$ cat config.mk
export PLATFORM = sky130hd
export DESIGN_NAME = mbox_irq
export DESIGN_NICKNAME = d
export VERILOG_FILES = /design/src/rtl/mbox_irq.sv
export SDC_FILE = /design/constraint.sdc
export NUM_CORES = 1
export LEC_CHECK = 0
export BUFFER_PORTS_ARGS = -buffer_cell sky130_fd_sc_hd__buf_2
export CELL_PAD_IN_SITES_DETAIL_PLACEMENT = 0
export CELL_PAD_IN_SITES_GLOBAL_PLACEMENT = 1
export CORE_MARGIN = 3
export CORE_UTILIZATION = 12
export CTS_CLUSTER_DIAMETER = 100
export DETAILED_ROUTE_END_ITERATION = 8
export PLACE_DENSITY = 0.79
export SYNTH_ARGS = -nofsm -noshare
export SYNTH_HDL_FRONTEND = slang
export SYNTH_SLANG_ARGS = --single-unit
$ cat constraint.sdc
create_clock -name clk -period 2.7 [get_ports clk]
set_input_delay 0.81 -clock clk [delete_from_list [all_inputs] [get_ports clk]]
set_output_delay 0.81 -clock clk [all_outputs]
set_load 0.01 [all_outputs]
$ cat src/rtl/mbox_irq.sv
module mbox_irq #(
  parameter int AW = 13
) (
  input  logic          clk,
  input  logic          rst_n,
  input  logic          l_cs_n,
  input  logic          l_we_n,
  input  logic          l_oe_n,
  input  logic [AW-1:0] l_addr,
  input  logic          l_busy_n,
  input  logic          r_cs_n,
  input  logic          r_we_n,
  input  logic          r_oe_n,
  input  logic [AW-1:0] r_addr,
  input  logic          r_busy_n,
  output logic          l_irq_n,
  output logic          r_irq_n
);

  localparam logic [AW-1:0] L_BOX = {{(AW-1){1'b1}}, 1'b0};
  localparam logic [AW-1:0] R_BOX = {AW{1'b1}};

  logic l_wr, r_wr, l_rd, r_rd;
  logic set_l, clr_l, set_r, clr_r;
  logic l_pend, r_pend;

  assign l_wr  = !l_cs_n && !l_we_n && l_busy_n;
  assign r_wr  = !r_cs_n && !r_we_n && r_busy_n;
  assign l_rd  = !l_cs_n && !l_oe_n;
  assign r_rd  = !r_cs_n && !r_oe_n;

  assign set_l = r_wr && (r_addr == L_BOX);
  assign clr_l = l_rd && (l_addr == L_BOX);
  assign set_r = l_wr && (l_addr == R_BOX);
  assign clr_r = r_rd && (r_addr == R_BOX);

  always_ff @(posedge clk) begin
    if (!rst_n) begin
      l_pend <= 1'b0;
      r_pend <= 1'b0;
    end else begin
      if (set_l)      l_pend <= 1'b1;
      else if (clr_l) l_pend <= 1'b0;
      if (set_r)      r_pend <= 1'b1;
      else if (clr_r) r_pend <= 1'b0;
    end
  end

  assign l_irq_n = !l_pend;
  assign r_irq_n = !r_pend;

endmodule

==> results.md <==
- Clock tree buffer depth: 2
- Worst slew margin: 79.8%
- Worst min-delay path category: flop to flop
- Die Height: around 45 um
- Area Growth Syn to Fin: 123%
- Initial antenna violation count: 0
- Worst Setup End Kind: flop
- Synth Cell Area: 184 um2
- Setup violators final: 0
- TritonRoute pass-1 iters: 2
- DRC violations left: 0
- Cell Pwr Density: slightly above 300 mW/mm2
- Post-CTS Repair Setup Buffers: 0
- CTS Hold Bufs: 0
- Drt first-iter violations: 1
- Skew-Pair Late Insertion Delay: roughly 0.22 ns
- CTS tree: done
- Commonest cells in the netlist: 4 x nand4_1, 3 x nand3_1
- Layout cells sized above 1: 61.5%
- Via count: 359
- Synth top area cells: dfxtp_1 22%, nand4_1 14%, nand3_1 8.2%
- # IOs: 38
- Vias in the first global route: approximately 340
- FF+latch count, synth: 2
- Top_reg_cell synth: dfxtp_1
- Die Span X: 45.2 um
- Period utilization: slightly below 60%
- Post-synthesis sequential area ratio: between 20% and 30%
- Core area: approximately 0.0014 mm2
- Synth area leader: dfxtp_1
- Largest net degree at the start of global routing: 5
- WL per Instance: between 9 and 10 um
- Hold slack: approximately 0.47 ns
- Overall Global Routing Usage: 7.38%
- DRT Wirelength: between 700 and 800 um
- Minimum clock period: about 1.6 ns
- Remaining antenna violation count: 0
- Total CTS buffers: 3
- NumNets Final: approximately 100
- Max VDD drop: 0.0796 mV
- Full die area: 0.00204 mm2
- Synthesized Nets: just over 60
- Yosys warnings: 0
- Antenna diodes: 0
- Count leader, synth: nand4_1
- First-pass GRT wire length: approximately 1100 um
- Run status: finished clean
- Setup crit start kind: input port
- Total grt overflow: 0
- Fin. Hold Viols: 0
- CP max FO: 2
- Post-route setup TNS: 0 ns
- P_leak: between 0.15 and 0.2 nW
- Mapped Cells: 25
- Total power: 128 uW
- Slew @ Worst Pin: approximately 0.3 ns
- Gpl congestion: ~0.60
- Row count: 13
- Max-slew violation count: 0
- FMAX: 625 MHz
- Number of synthesized flops with an enable pin: 0
- DP Area: 388 um2
- Area share of the leading cell type in the synthesized netlist: ~22%
- TritonCTS Sinks: 2
- IO Port Bufs: 37
- Clk root buf: clkbuf_4
- Via density: approximately 4.5
- Hpwl dp: between 700 and 800 um
- Max-cap violations: 0
- RSZ-0062 raised after global routing: no
- Starting Density: 13.5%
- Clk slew on worst S/H paths: about 0.030 ns
- Critical path data required time: around 2.8 ns
- Post-cts sizing count: 0
- Clock Skew: 0 ns
- CTS H-Tree Depth: 1
- Synth unique cells: 13
- CP Data Arrival Time: between 1.5 and 2 ns
- FFs w/ async S/R, synth: 0%
- Worst setup path class: input port to flop
- Fin area: between 400 and 500 um2
- Mean Syn Cell Area: 7.36 um2
metal layers:
| layer | up-vias | share of wire (%) | global-route usage, % |
|---|---|---|---|
| met5 | - | 0 | 0 |
| met4 | 0 | 0 | 7.02 |
| met3 | 0 | 13 | 0 |
| met2 | 19 | 54 | 14.1 |
| met1 | 156 | 33 | 6.87 |
| li1 | 184 | - | - |
kinds of logic (layout without fill, tap and decap cells):
kind of cell,count (synthesis),in the layout,synth area share (%)
AND/OR/NAND/NOR,19,19,67.3
buffers and inverters,2,42,4.08
flip-flops,2,2,21.8
AO/OA/AOI/OAI,2,2,6.80
cell usage in the layout (no fill, tap or decap):
cell | Yosys | final
clkbuf_4 | 0 | 3
nand4_1 | 4 | 4
o22ai_1 | 2 | 2
inv_1 | 2 | 2
nor4_1 | 2 | 2
nand3_1 | 3 | 3
dfxtp_1 | 2 | 2
or2b_1 | 2 | 2
nand4bb_1 | 1 | 1
buf_2 | 0 | 37
nand2_1 | 2 | 2
or4_1 | 2 | 2
nor2_1 | 1 | 1
nand4b_1 | 1 | 1
or4b_1 | 1 | 1
sequential cells by signal (all words and copies together), names as in the netlist:
signal	cells
l_pend	1
r_pend	1
critical path, cell delays in order:
cell and delay [ns]:
buf_2 0.10, or4b_1 0.51, nor4_1 0.18, o22ai_1 0.09
power by group:
group	switching (mW)	internal, mW
clock	0.0180	0.0491
sequential	0.000000422	0.0298
combinational	0.00983	0.0210
path summary, 6_finish.rpt:
kind	start	slack, ns	cells past startpoint	endpoint
max	l_cs_n	1.10	4	l_pend
min	l_pend	0.47	2	l_pend
max reg2reg	r_pend	2.15	2	r_pend
min reg2reg	l_pend	0.47	2	l_pend
metrics by stage:
stage | util [%] | setup slack [ns] | std cells
after floorplan | - | 1.02 | 25
after global placement | 28.4 | 0.879 | 77
after detailed placement | 28.4 | 0.844 | 77
after CTS | 30.0 | 1.09 | 80
after global routing | 30.0 | 1.06 | 80
final | 30.0 | 1.10 | 80
final cells by class:
| type | count | area (um2) |
|---|---|---|
| Sequential cell | 2 | 40.0 |
| Inverter | 2 | 7.51 |
| Tap cell | 15 | 18.8 |
| Timing Repair Buffer | 37 | 185 |
| Fill cell | 167 | 956 |
| Multi-Input combinational cell | 21 | 136 |
| Clock buffer | 3 | 22.5 |
(Power assumes the default switching activity.)
